`config.mk`:
```
export PLATFORM = sky130hd
export DESIGN_NAME = sic_codeword_gen
export DESIGN_NICKNAME = d
export VERILOG_FILES = /design/src/rtl/sic_pkg.sv /design/src/rtl/sic_rise_detect.sv /design/src/rtl/sic_load_ctr.sv /design/src/rtl/sic_down_ctr.sv /design/src/rtl/sic_chain_shift.sv /design/src/rtl/sic_codeword_gen.sv
export SDC_FILE = /design/constraint.sdc
export NUM_CORES = 1
export LEC_CHECK = 0
export BUFFER_PORTS_ARGS = -buffer_cell sky130_fd_sc_hd__buf_4
export CAP_MARGIN = 30
export CORE_ASPECT_RATIO = 0.8
export CORE_MARGIN = 2
export CORE_UTILIZATION = 50
export DETAILED_ROUTE_END_ITERATION = 6
export PLACE_DENSITY = 0.67
export SLEW_MARGIN = 25
export SYNTH_ARGS = -nofsm -noshare
export SYNTH_HDL_FRONTEND = slang
export SYNTH_SLANG_ARGS = --single-unit
```
`constraint.sdc`:
```
create_clock -name clk -period 4.39 [get_ports clk]
set_clock_uncertainty 0.15 [all_clocks]
set_input_delay 1.317 -clock clk [delete_from_list [all_inputs] [get_ports clk]]
set_output_delay 1.317 -clock clk [all_outputs]
set_load 0.005 [all_outputs]
```
`src/rtl/sic_pkg.sv`:
```
`timescale 1ns/1ps
package sic_pkg;

  // Counter width able to hold 0..len inclusive.
  function automatic int unsigned cnt_width(input int unsigned len);
    return (len < 1) ? 1 : $clog2(len + 1);
  endfunction

  // Next load value: advance by one, return to zero after the limit.
  function automatic int unsigned wrap_next(input int unsigned cur,
                                            input int unsigned lim);
    return (cur >= lim) ? 0 : cur + 1;
  endfunction

  // Saturating decrement: zero stays zero.
  function automatic int unsigned sat_dec(input int unsigned cur);
    return (cur == 0) ? 0 : cur - 1;
  endfunction

endpackage

```
`src/rtl/sic_rise_detect.sv`:
```
`timescale 1ns/1ps
module sic_rise_detect (
  input  logic clk,
  input  logic rst_n,
  input  logic level_in,
  output logic rise
);
  logic level_q;

  always_ff @(posedge clk or negedge rst_n) begin
    if (!rst_n) level_q <= 1'b0;
    else        level_q <= level_in;
  end

  // 0-to-1 change since the previous edge
  assign rise = level_in & ~level_q;
endmodule

```
`src/rtl/sic_load_ctr.sv`:
```
`timescale 1ns/1ps
module sic_load_ctr #(
  parameter int unsigned K     = 4,
  parameter int unsigned LIMIT = 10
) (
  input  logic         clk,
  input  logic         rst_n,
  input  logic         adv,
  output logic [K-1:0] q
);
  always_ff @(posedge clk or negedge rst_n) begin
    if (!rst_n)   q <= '0;
    else if (adv) q <= K'(sic_pkg::wrap_next(32'(q), LIMIT));
  end
endmodule

```
`src/rtl/sic_down_ctr.sv`:
```
`timescale 1ns/1ps
module sic_down_ctr #(
  parameter int unsigned K = 4
) (
  input  logic         clk,
  input  logic         rst_n,
  input  logic         shift_en,
  input  logic [K-1:0] load_val,
  output logic [K-1:0] q,
  output logic         nonzero
);
  always_ff @(posedge clk or negedge rst_n) begin
    if (!rst_n)         q <= '0;
    else if (!shift_en) q <= load_val;
    else                q <= K'(sic_pkg::sat_dec(32'(q)));
  end

  assign nonzero = |q;
endmodule

```
`src/rtl/sic_chain_shift.sv`:
```
`timescale 1ns/1ps
module sic_chain_shift #(
  parameter int unsigned W    = 8,
  parameter bit          IDLE = 1'b0
) (
  input  logic         clk,
  input  logic         rst_n,
  input  logic         en,
  input  logic         serial_in,
  output logic [W-1:0] q
);
  for (genvar i = 0; i < W; i++) begin : g_cell
    logic d;
    logic r;
    if (i == 0) begin : g_head
      assign d = serial_in;
    end else begin : g_body
      assign d = q[i-1];
    end

    always_ff @(posedge clk or negedge rst_n) begin
      if (!rst_n)  r <= IDLE;
      else if (en) r <= d;
    end

    assign q[i] = r;
  end
endmodule

```
`src/rtl/sic_codeword_gen.sv`:
```
`timescale 1ns/1ps
module sic_codeword_gen #(
  parameter int unsigned CHAINS   = 8,
  parameter int unsigned SCAN_LEN = 64,
  parameter bit          INVERT   = 1'b0
) (
  input  logic              clk,
  input  logic              rst_n,
  input  logic              scan_en,
  output logic [CHAINS-1:0] chain_bits
);
  localparam int unsigned K = sic_pkg::cnt_width(SCAN_LEN);

  // Internal events, named for the bound checker
  logic         se_rise;
  logic [K-1:0] load_cnt;
  logic [K-1:0] down_cnt;
  logic         down_nz;
  logic         serial_bit;

  sic_rise_detect u_rise (
    .clk      (clk),
    .rst_n    (rst_n),
    .level_in (scan_en),
    .rise     (se_rise)
  );

  sic_load_ctr #(.K(K), .LIMIT(SCAN_LEN)) u_load (
    .clk   (clk),
    .rst_n (rst_n),
    .adv   (se_rise),
    .q     (load_cnt)
  );

  sic_down_ctr #(.K(K)) u_down (
    .clk      (clk),
    .rst_n    (rst_n),
    .shift_en (scan_en),
    .load_val (load_cnt),
    .q        (down_cnt),
    .nonzero  (down_nz)
  );

  assign serial_bit = (scan_en & down_nz) ^ INVERT;

  sic_chain_shift #(.W(CHAINS), .IDLE(INVERT)) u_shift (
    .clk       (clk),
    .rst_n     (rst_n),
    .en        (scan_en),
    .serial_in (serial_bit),
    .q         (chain_bits)
  );
endmodule

```
==> impl_metrics.env, run 1 <==
export IMPL_drc_errors=0
export IMPL_start_kind="input pin"
export IMPL_postRouteAntennaNets=0
export IMPL_power_share_clock_pct=15.9
export IMPL_required_ns=4.50
export IMPL_fmax_mhz=421
export IMPL_p_per_area_mw_per_mm2=509
export IMPL_grt_use_total_pct=16.2
export IMPL_slew_violations=0
export IMPL_vias=766
export IMPL_nNetsFinal=120
export IMPL_ys_seq_area_share_pct=50.9
export IMPL_path_cells="buf_4 > or3b_2 > nor4_1 > a211o_1"
export IMPL_ir_worst_vdd_uv=341
export IMPL_setup_tns_ns=0
export IMPL_grt_max_degree=26
export IMPL_clockBufferDepth=2
export IMPL_syn_area_per_cell_sq_um=10.4
export IMPL_finalWirelength_um=1840
export IMPL_setup_violations=0
export IMPL_total_power_w=0.000608
export IMPL_die_area_sq_mm=0.00266
export IMPL_antenna_found_initial=0
export IMPL_clk_pin_slew_ns=0.13
export IMPL_cts_num_sinks=23
export IMPL_netlist_area_sq_mm=0.00113
export IMPL_postCtsSetupRepairBufs=0
export IMPL_io_pin_count=11
export IMPL_min_path_type="register to register"
export IMPL_ys_ff_latch=23
export IMPL_synth_distinct_cells=27
export IMPL_yosysMostFrequentCell="dfrtp_1"
export IMPL_h_tree_depth=1
export IMPL_syn_num_nets=116
export IMPL_cpPeakStageDelay_ns=0.52
export IMPL_synth_common_cells="23 x dfrtp_1, 12 x o21ai_0, 10 x inv_1, 9 x nand2_1, 8 x buf_4"
export IMPL_synthTopCellsByArea="dfrtp_1 51%, mux2_2 7.0%, o21ai_0 5.3%"
export IMPL_drive_gt1_share_pct=20.5
export IMPL_final_hold_viol_count=0
export IMPL_fp_dieH_um=46.5
export IMPL_drt_pass1_iterations=4
export IMPL_cts_buffers=3
export IMPL_ys_flop_type="dfrtp_1"
export IMPL_fp_row_count=15
export IMPL_period_needed_ns=2.37
export IMPL_maxCapViolations=0
export IMPL_ctsRootBufferMaster="clkbuf_4"
export IMPL_cp_max_fo=25
export IMPL_leakagePower_nw=0.507
export IMPL_ys_warn_count=0
export IMPL_comb_power_share_pct=29.1
export IMPL_grt_pass1_wl_um=3260
export IMPL_via_per_inst=5.59
export IMPL_p_seq_share_pct=54.9
export IMPL_first_iter_violations=11
export IMPL_synth_edf_count=0
export IMPL_dieWidth_um=57.2
export IMPL_arrival_ns=2.48
export IMPL_cts_hold_buf=0
export IMPL_critPathSlowestCell="or3b_2"
export IMPL_core_area_sq_mm=0.00214
export IMPL_p_sw_w=0.000206
export IMPL_outcome="finished clean"
export IMPL_synth_top_area_share_pct=50.9
export IMPL_critPathKind="input pin to register"
export IMPL_gp_congestion=0.852
export IMPL_fin_crit_sh_pct=54.1
export IMPL_grt_overflow=0
export IMPL_tightestPinTransition_ns=0.343
export IMPL_grt_pass1_vias=743
export IMPL_antenna_cells=0
export IMPL_cts_resized_gates=0
export IMPL_rsz0062_at_grt="false"
export IMPL_wl_per_cell_um=13.4
export IMPL_synth_async_reset_ratio_pct=100
export IMPL_max_slew_margin_pct=76.9
export IMPL_cts_tree="yes"
export IMPL_end_kind="register"
export IMPL_start_util_pct=52.9
export IMPL_clock_latency_ns=0.31
export IMPL_yosysTopAreaCell="dfrtp_1"
export IMPL_p_sw_share_pct=33.9
export IMPL_area_delta_synth_final_pct=5.53
export IMPL_postSynthCellCount=109
export IMPL_port_buffer_count=10
export IMPL_intPower_w=0.000402
export IMPL_hpwl_um=1290
## cell families after synthesis
logic type | Yosys count | synth area share [%]
adders and majority gates | 4 | 4.42
muxes | 7 | 6.97
xor gates and xnor gates | 3 | 2.32
and+or+nand+nor | 27 | 13.2
AOI/OAI and AO/OA | 24 | 12.6
buffers and inverters | 21 | 9.62
DFF | 23 | 50.9
## critical path, delay by kind of cell
family / cells / cell delay [ns]
buffers and inverters: 1 / 0.23
AO/OA/AOI/OAI: 1 / 0.13
AND/OR/NAND/NOR: 2 / 0.79
## sequential cells by signal, summed over array words and instances (netlist names)
register	cells
u_down.q	7
u_load.q	7
u_rise.level_q	1
u_shift.g_cell.r	8
## layer usage
layer / up-vias / wire length [um] / track usage [%]
met5: - / 0 / 0
met1: 370 / 918 / 21.8
li1: 377 / - / -
met3: 2 / 104 / 5.06
met4: 0 / 15 / 2.79
met2: 17 / 798 / 26.4
## path summary, 6_finish.rpt
check	endpoint	slack (ns)	from	cells past startpoint
setup / recovery	u_load.q[5]	2.02	scan_en	4
hold / removal	u_shift.g_cell[7].r	0.38	u_shift.g_cell[7].r	1
setup reg to reg	u_down.q[6]	2.58	u_down.q[2]	3
hold reg to reg	u_shift.g_cell[7].r	0.38	u_shift.g_cell[7].r	1
max in group asynchronous	u_load.q[2]	3.15	rst_n	1
min in group asynchronous	u_down.q[6]	0.72	rst_n	1
## final cells by class
| type | instances | area [sq um] |
|---|---|---|
| clock inverter | 1 | 5.00 |
| fill | 210 | 946 |
| sequential | 23 | 576 |
| clock buffer | 3 | 22.5 |
| multi-input combinational | 65 | 447 |
| tap | 25 | 31.3 |
| timing repair buffer | 10 | 75.1 |
| inverter | 10 | 37.5 |
## placed cells by master, fill, tap and decap left out, drive strengths merged
master / n
a211o: 1
a31oi: 4
buf: 10
clkbuf: 3
clkinv: 1
dfrtp: 23
ha: 4
inv: 10
mux2: 7
nand2: 9
nand2b: 3
nand3: 1
nand4: 1
nand4b: 1
nor2: 4
nor3: 1
nor3b: 2
nor4: 1
o211a: 1
o21ai: 12
o22ai: 5
o31ai: 1
or3b: 1
or4: 3
xnor2: 2
xor2: 1
## power groups by stage
stage / Clock [W] / Sequential (W) / Combinational [W]
floorplan: 0 / 0.000320 / 0.000152
global placement: 0 / 0.000336 / 0.000174
detailed placement: 0 / 0.000338 / 0.000179
CTS: 0.000101 / 0.000335 / 0.000179
global route: 0.000109 / 0.000346 / 0.000204
finish: 0.0000969 / 0.000334 / 0.000177
## stage by stage
stage	std cells	worst slack, ns	util (%)	area (sq um)	hold slack [ns]
after floorplan	109	2.04	-	1130	0.332
after global placement	133	1.72	54.5	1170	0.347
after detailed placement	133	1.69	54.5	1170	0.359
after CTS	137	2.03	55.8	1190	0.389
after global routing	137	1.95	55.8	1190	0.403
final	137	2.02	55.8	1190	0.379
No activity file was read; power rests on OpenSTA's default activity.
==> run 2, diff against run 1 <==
- ABC_AREA: unset -> 1
- clock period: 4.39 -> 2.33 ns (I/O delays scaled with it)
==> run 2 against run 1 <==
Design area is 7.2% higher. Highest routed layer unchanged. Largest cell class unchanged. Count of clock-buffer cells in the layout is 1 higher. Flip-flop and latch count stayed put. Utilization shrank 2.1 points. Worst setup slack worse by 1.4 ns. Synthesized area is 8.4% higher. Largest power group unchanged. Global-route usage increased by 0.73 points. Via count rose by 9.0%. First-iteration DRC count grew to 2.6 times the previous value. Critical path depth decreased by 3. Sequential power increased by 84%.
==> impl_metrics.env, run 2 <==
export IMPL_postSynthCellCount=141
export IMPL_ys_seq_area_share_pct=46.9
export IMPL_cp_max_fo=3
export IMPL_synth_adder_area_share_pct=4.08
export IMPL_rsz0062_at_grt="false"
export IMPL_drive_gt1_share_pct=17.4
export IMPL_clock_latency_ns=0.31
export IMPL_drt_pass1_iterations=4
export IMPL_fillers=216
export IMPL_finalWirelength_um=2060
export IMPL_crit_cells=1
export IMPL_slew_violations=0
export IMPL_area_delta_synth_final_pct=4.39
export IMPL_postRouteAntennaNets=0
export IMPL_p_per_area_mw_per_mm2=1010
export IMPL_fmax_mhz=578
export IMPL_antenna_cells=0
export IMPL_maxCapViolations=0
export IMPL_clk_pin_slew_ns=0.13
export IMPL_period_needed_ns=1.73
export IMPL_largest_reg_flops=8
export IMPL_h_tree_depth=1
export IMPL_start_util_pct=51.5
export IMPL_synth_async_reset_ratio_pct=100
export IMPL_tightestPinTransition_ns=0.423
export IMPL_syn_num_nets=148
export IMPL_critPathKind="register to primary output"
export IMPL_clockBufferDepth=2
export IMPL_vias=835
export IMPL_start_kind="register"
export IMPL_synthTopCellsByArea="dfrtp_1 47%, nand2_1 9.8%, inv_1 5.8%"
export IMPL_first_iter_violations=29
export IMPL_cts_resized_gates=0
export IMPL_wl_per_cell_um=12.0
export IMPL_synth_compound_area_share_pct=9.18
export IMPL_end_kind="primary output"
export IMPL_yosysMostFrequentCell="nand2_1"
export IMPL_ctsRootBufferMaster="clkbuf_4"
export IMPL_antenna_found_initial=0
export IMPL_layout_cells_most_common_list="32 x nand2_1, 23 x dfrtp_1, 19 x inv_1"
export IMPL_grt_use_total_pct=16.9
export IMPL_syn_area_per_cell_sq_um=8.70
export IMPL_cts_tree="yes"
export IMPL_ys_ff_latch=23
export IMPL_grt_pass1_wl_um=3470
export IMPL_whs_ns=0.102
export IMPL_core_area_sq_mm=0.00238
export IMPL_netlist_area_sq_mm=0.00123
export IMPL_ir_worst_vdd_uv=369
export IMPL_ys_warn_count=0
export IMPL_postLayoutCoreUtil_pct=53.7
export IMPL_setup_violations=0
export IMPL_synth_distinct_cells=22
export IMPL_gp_congestion=0.775
export IMPL_synthXorXnorAreaFrac_pct=2.14
export IMPL_cts_num_sinks=23
export IMPL_fp_dieH_um=48.3
export IMPL_synth_top_family_by_area="simple AND/OR/NAND/NOR gates"
export IMPL_reg2reg_depth=5
export IMPL_cts_hold_buf=0
export IMPL_cts_buffers=3
export IMPL_grt_max_degree=24
export IMPL_io_pin_count=11
export IMPL_min_path_type="input pin to asynchronous set/reset pin"
export IMPL_synthMuxAreaShare_pct=0
export IMPL_nNetsFinal=152
export IMPL_synth_edf_count=0
export IMPL_critical_path_n_buffers_inverters=1
export IMPL_ys_flop_type="dfrtp_1"
export IMPL_reg_top3="u_shift.g_cell.r: 8 flops, u_down.q: 7 flops, u_load.q: 7 flops"
export IMPL_via_per_inst=4.88
export IMPL_cpPeakStageDelay_ns=0.43
export IMPL_grt_pass1_vias=790
export IMPL_port_buffer_count=10
export IMPL_die_area_sq_mm=0.00287
export IMPL_crit_family="flip-flops"
export IMPL_postCtsSetupRepairBufs=0
export IMPL_fin_crit_sh_pct=74.3
export IMPL_grt_overflow=0
export IMPL_leakagePower_nw=0.635
export IMPL_yosysTopAreaCell="dfrtp_1"
export IMPL_arrival_ns=0.88
export IMPL_regMostFlops="u_shift.g_cell.r"
export IMPL_final_cell_area_sq_mm=0.00128
export IMPL_placed_area_sq_mm=0.00125
export IMPL_seq_area_sq_um=576
export IMPL_required_ns=1.48
export IMPL_critPathSlowestCell="dfrtp_1"
export IMPL_max_slew_margin_pct=71.8
export IMPL_synth_common_cells="32 x nand2_1, 23 x dfrtp_1, 19 x inv_1, 10 x nand3_1, 10 x o21ai_0"
export IMPL_fp_row_count=16
export IMPL_setup_tns_ns=0
export IMPL_path_cells="buf_4"
export IMPL_final_common_cell="nand2_1"
export IMPL_multi_input_area_sq_um=494
export IMPL_dieWidth_um=59.4
export IMPL_hpwl_um=1570
export IMPL_final_hold_viol_count=0
export IMPL_outcome="finished clean"
export IMPL_drc_errors=0
export IMPL_synthSimpleGateAreaFrac_pct=24.9
export IMPL_synth_top_area_share_pct=46.9
[run 2: power by group]
part	internal (W)	switching, W
clock network	0.0000668	0.000119
registers	0.000508	0.000109
logic	0.000205	0.000281
[run 2: cell families (layout without fill, tap and decap cells)]
| group | Yosys count | after routing |
|---|---|---|
| AO/OA/AOI/OAI | 19 | 19 |
| XOR/XNOR | 3 | 3 |
| adder cells (fa/ha/maj) | 4 | 4 |
| buffers and inverters | 31 | 34 |
| flip-flops | 23 | 23 |
| AND/OR/NAND/NOR | 61 | 61 |
[run 2: through the flow]
step / worst slack (ns) / power, W / std cells
2_1_floorplan: 0.890 / 0.00102 / 141
3_3_place_gp: 0.665 / 0.00110 / 167
3_5_place_dp: 0.607 / 0.00112 / 167
4_1_cts: 0.592 / 0.00131 / 171
5_1_grt: 0.559 / 0.00141 / 171
6_report: 0.599 / 0.00129 / 171
[run 2: final timing paths]
check / from / to / slack (ns)
max in group asynchronous: rst_n / u_load.q[3] / 1.70
max reg2reg: u_down.q[0] / u_shift.g_cell[0].r / 0.94
min: rst_n / u_shift.g_cell[1].r / 0.10
min reg2reg: u_down.q[0] / u_down.q[0] / 0.31
max: u_shift.g_cell[1].r / chain_bits[1] / 0.60
min in group clk: u_down.q[0] / u_down.q[0] / 0.31
[run 2: routing by layer]
metal / wire length, um / track usage, % / vias up
met3: 39 / 5.57 / 2
li1: - / - / 441
met4: 15 / 4.09 / 0
met2: 925 / 26.8 / 6
met5: 0 / 0 / -
met1: 1070 / 22.9 / 386
[run 2: final cells by class]
cell class,instances,share of cell area [%]
multi-input cells,87,38.6
clock buffers,4,2.05
well taps,27,2.64
inverters,20,5.87
flip-flops and latches,23,45.0
repair buffers,10,5.87
==> run 3, diff against run 2 <==
- ABC_AREA: 1 -> 0
- clock period: 2.33 -> 1.7 ns (I/O delays scaled with it)
==> run 3 against run 2 <==
Sequential share of layout area increased by 0.58 points. Clock power increased by 35%. Power increased by 27%. Via count decreased by 2.0%. Highest routed layer unchanged. Critical path type is now register to register. Critical endpoint is now u_down.q[6]. Largest cell class unchanged. Utilization increased by 5.3 points.
==> impl_metrics.env, run 3 (synthesis results as in run 1) <==
export IMPL_crit_cells=3
export IMPL_period_needed_ns=1.70
export IMPL_end_kind="register"
export IMPL_layout_cells_most_common_list="23 x dfrtp_1, 15 x buf_4, 12 x o21ai_0, 10 x inv_1, 9 x nand2_1"
export IMPL_fp_row_count=15
export IMPL_fp_dieH_um=46.5
export IMPL_cp_max_fo=3
export IMPL_arrival_ns=1.79
export IMPL_drt_pass1_iterations=4
export IMPL_slew_violations=0
export IMPL_reg_top3="u_shift.g_cell.r: 8 flops, u_down.q: 7 flops, u_load.q: 7 flops"
export IMPL_stdcell_count=144
export IMPL_grt_use_total_pct=16.5
export IMPL_core_area_sq_mm=0.00214
export IMPL_cts_buffers=3
export IMPL_grt_pass1_wl_um=3240
export IMPL_vias=818
export IMPL_antenna_found_initial=0
export IMPL_cts_num_sinks=23
export IMPL_cts_tree="yes"
export IMPL_reg2reg_depth=3
export IMPL_r2r_slack_ns=0.003
export IMPL_clk_pin_slew_ns=0.12
export IMPL_finalWirelength_um=1980
export IMPL_outcome="finished clean"
export IMPL_die_area_sq_mm=0.00266
export IMPL_first_iter_violations=20
export IMPL_area_delta_synth_final_pct=11.7
export IMPL_nNetsFinal=127
export IMPL_dieWidth_um=57.2
export IMPL_critPathSlowestCell="or4_4"
export IMPL_start_util_pct=52.9
export IMPL_maxCapViolations=0
export IMPL_grt_max_degree=25
export IMPL_via_per_inst=5.68
export IMPL_start_kind="register"
export IMPL_path_cells="or4_4 > or4_1 > a31oi_1"
export IMPL_fin_crit_sh_pct=99.8
export IMPL_largest_reg_flops=8
export IMPL_h_tree_depth=1
export IMPL_ir_worst_vdd_uv=666
export IMPL_rr_startpoint="u_down.q[5]"
export IMPL_clockBufferDepth=2
export IMPL_total_power_w=0.00164
export IMPL_drc_errors=0
export IMPL_cpPeakStageDelay_ns=0.54
export IMPL_hold_depth=2
export IMPL_dpl_worst_slack_ns=-0.0330
export IMPL_port_buffer_count=10
export IMPL_grt_pass1_vias=764
export IMPL_postRouteAntennaNets=0
export IMPL_grt_overflow=0
export IMPL_rsz0062_at_grt="true"
export IMPL_tightestPinTransition_ns=0.326
export IMPL_critPathKind="register to register"
export IMPL_startpoint="u_down.q[5]"
export IMPL_leakagePower_nw=0.545
export IMPL_antenna_cells=0
export IMPL_clock_latency_ns=0.31
export IMPL_wl_per_cell_um=13.7
export IMPL_io_pin_count=11
export IMPL_p_per_area_mw_per_mm2=1300
export IMPL_place_inst=139
export IMPL_gp_congestion=0.855
export IMPL_max_slew_margin_pct=78.0
export IMPL_crit_family="simple AND/OR/NAND/NOR gates"
export IMPL_fmax_mhz=589
export IMPL_setup_tns_ns=0
export IMPL_setup_violations=0
export IMPL_min_path_type="input pin to register"
export IMPL_rr_endpoint="u_down.q[6]"
export IMPL_regMostFlops="u_shift.g_cell.r"
export IMPL_ctsRootBufferMaster="clkbuf_4"
export IMPL_hpwl_um=1430
export IMPL_final_common_cell="dfrtp_1"
export IMPL_required_ns=1.79
export IMPL_critical_path_n_buffers_inverters=0
export IMPL_layout_setup_ws_ns=0.00310
export IMPL_drive_gt1_share_pct=25.2
export IMPL_endpoint="u_down.q[6]"
export IMPL_final_hold_viol_count=0
[run 3: cell count changes in the layout (fill, tap and decap cells not counted), sizes merged, moves of 6 or more]
cell   change
mux2       +7
nand2     -25
inv       -10
nand3     -10
buf        +6
nor2       -8
[run 3: worst min-delay path by stage]
stage                        from        endpoint  slack [ns]
after floorplan             rst_n     u_down.q[0]        0.06
after global placement      rst_n     u_down.q[0]        0.27
after detailed placement    rst_n     u_down.q[0]        0.27
after CTS                 scan_en  u_rise.level_q        0.34
after global routing      scan_en  u_rise.level_q        0.34
final                     scan_en  u_rise.level_q        0.34
[run 3: final cells by class]
| cell class | count | area [sq um] |
|---|---|---|
| clock inverter | 1 | 5.00 |
| clock buffer | 3 | 22.5 |
| tap | 25 | 31.3 |
| timing repair buffer | 17 | 143 |
| inverter | 10 | 37.5 |
| multi-input combinational | 65 | 449 |
| sequential | 23 | 576 |
| fill | 189 | 876 |
[run 3: power breakdown]
group,switching [W],internal (W),leakage [nW]
clock network,0.000163,0.0000878,0.0177
logic,0.000250,0.000299,0.259
registers,0.000141,0.000701,0.268
[run 3: through the flow]
stage	hold WS (ns)	utilization, %	cell area, sq um
5_1_grt	0.336	59.1	1260
4_1_cts	0.336	58.9	1260
2_1_floorplan	0.0644	-	1130
6_report	0.343	59.1	1260
3_5_place_dp	0.271	57.2	1220
3_3_place_gp	0.268	57.2	1220
[run 3: metal layers]
| metal | vias up | global-route usage [%] | share of wire, % |
|---|---|---|---|
| met5 | - | 0 | 0 |
| met4 | 0 | 4.19 | 1.7 |
| met3 | 4 | 5.06 | 4.4 |
| met2 | 20 | 27.8 | 47 |
| met1 | 403 | 21.0 | 47 |
| li1 | 391 | - | - |
[run 3: repair_timing]
item	in CTS	in global routing
pin swaps	1	1
endpoints found under the setup margin	1	8
buffers inserted	0	0
gates resized for setup	0	1
hold buffers	1	0
hold endpoints to repair	23	0
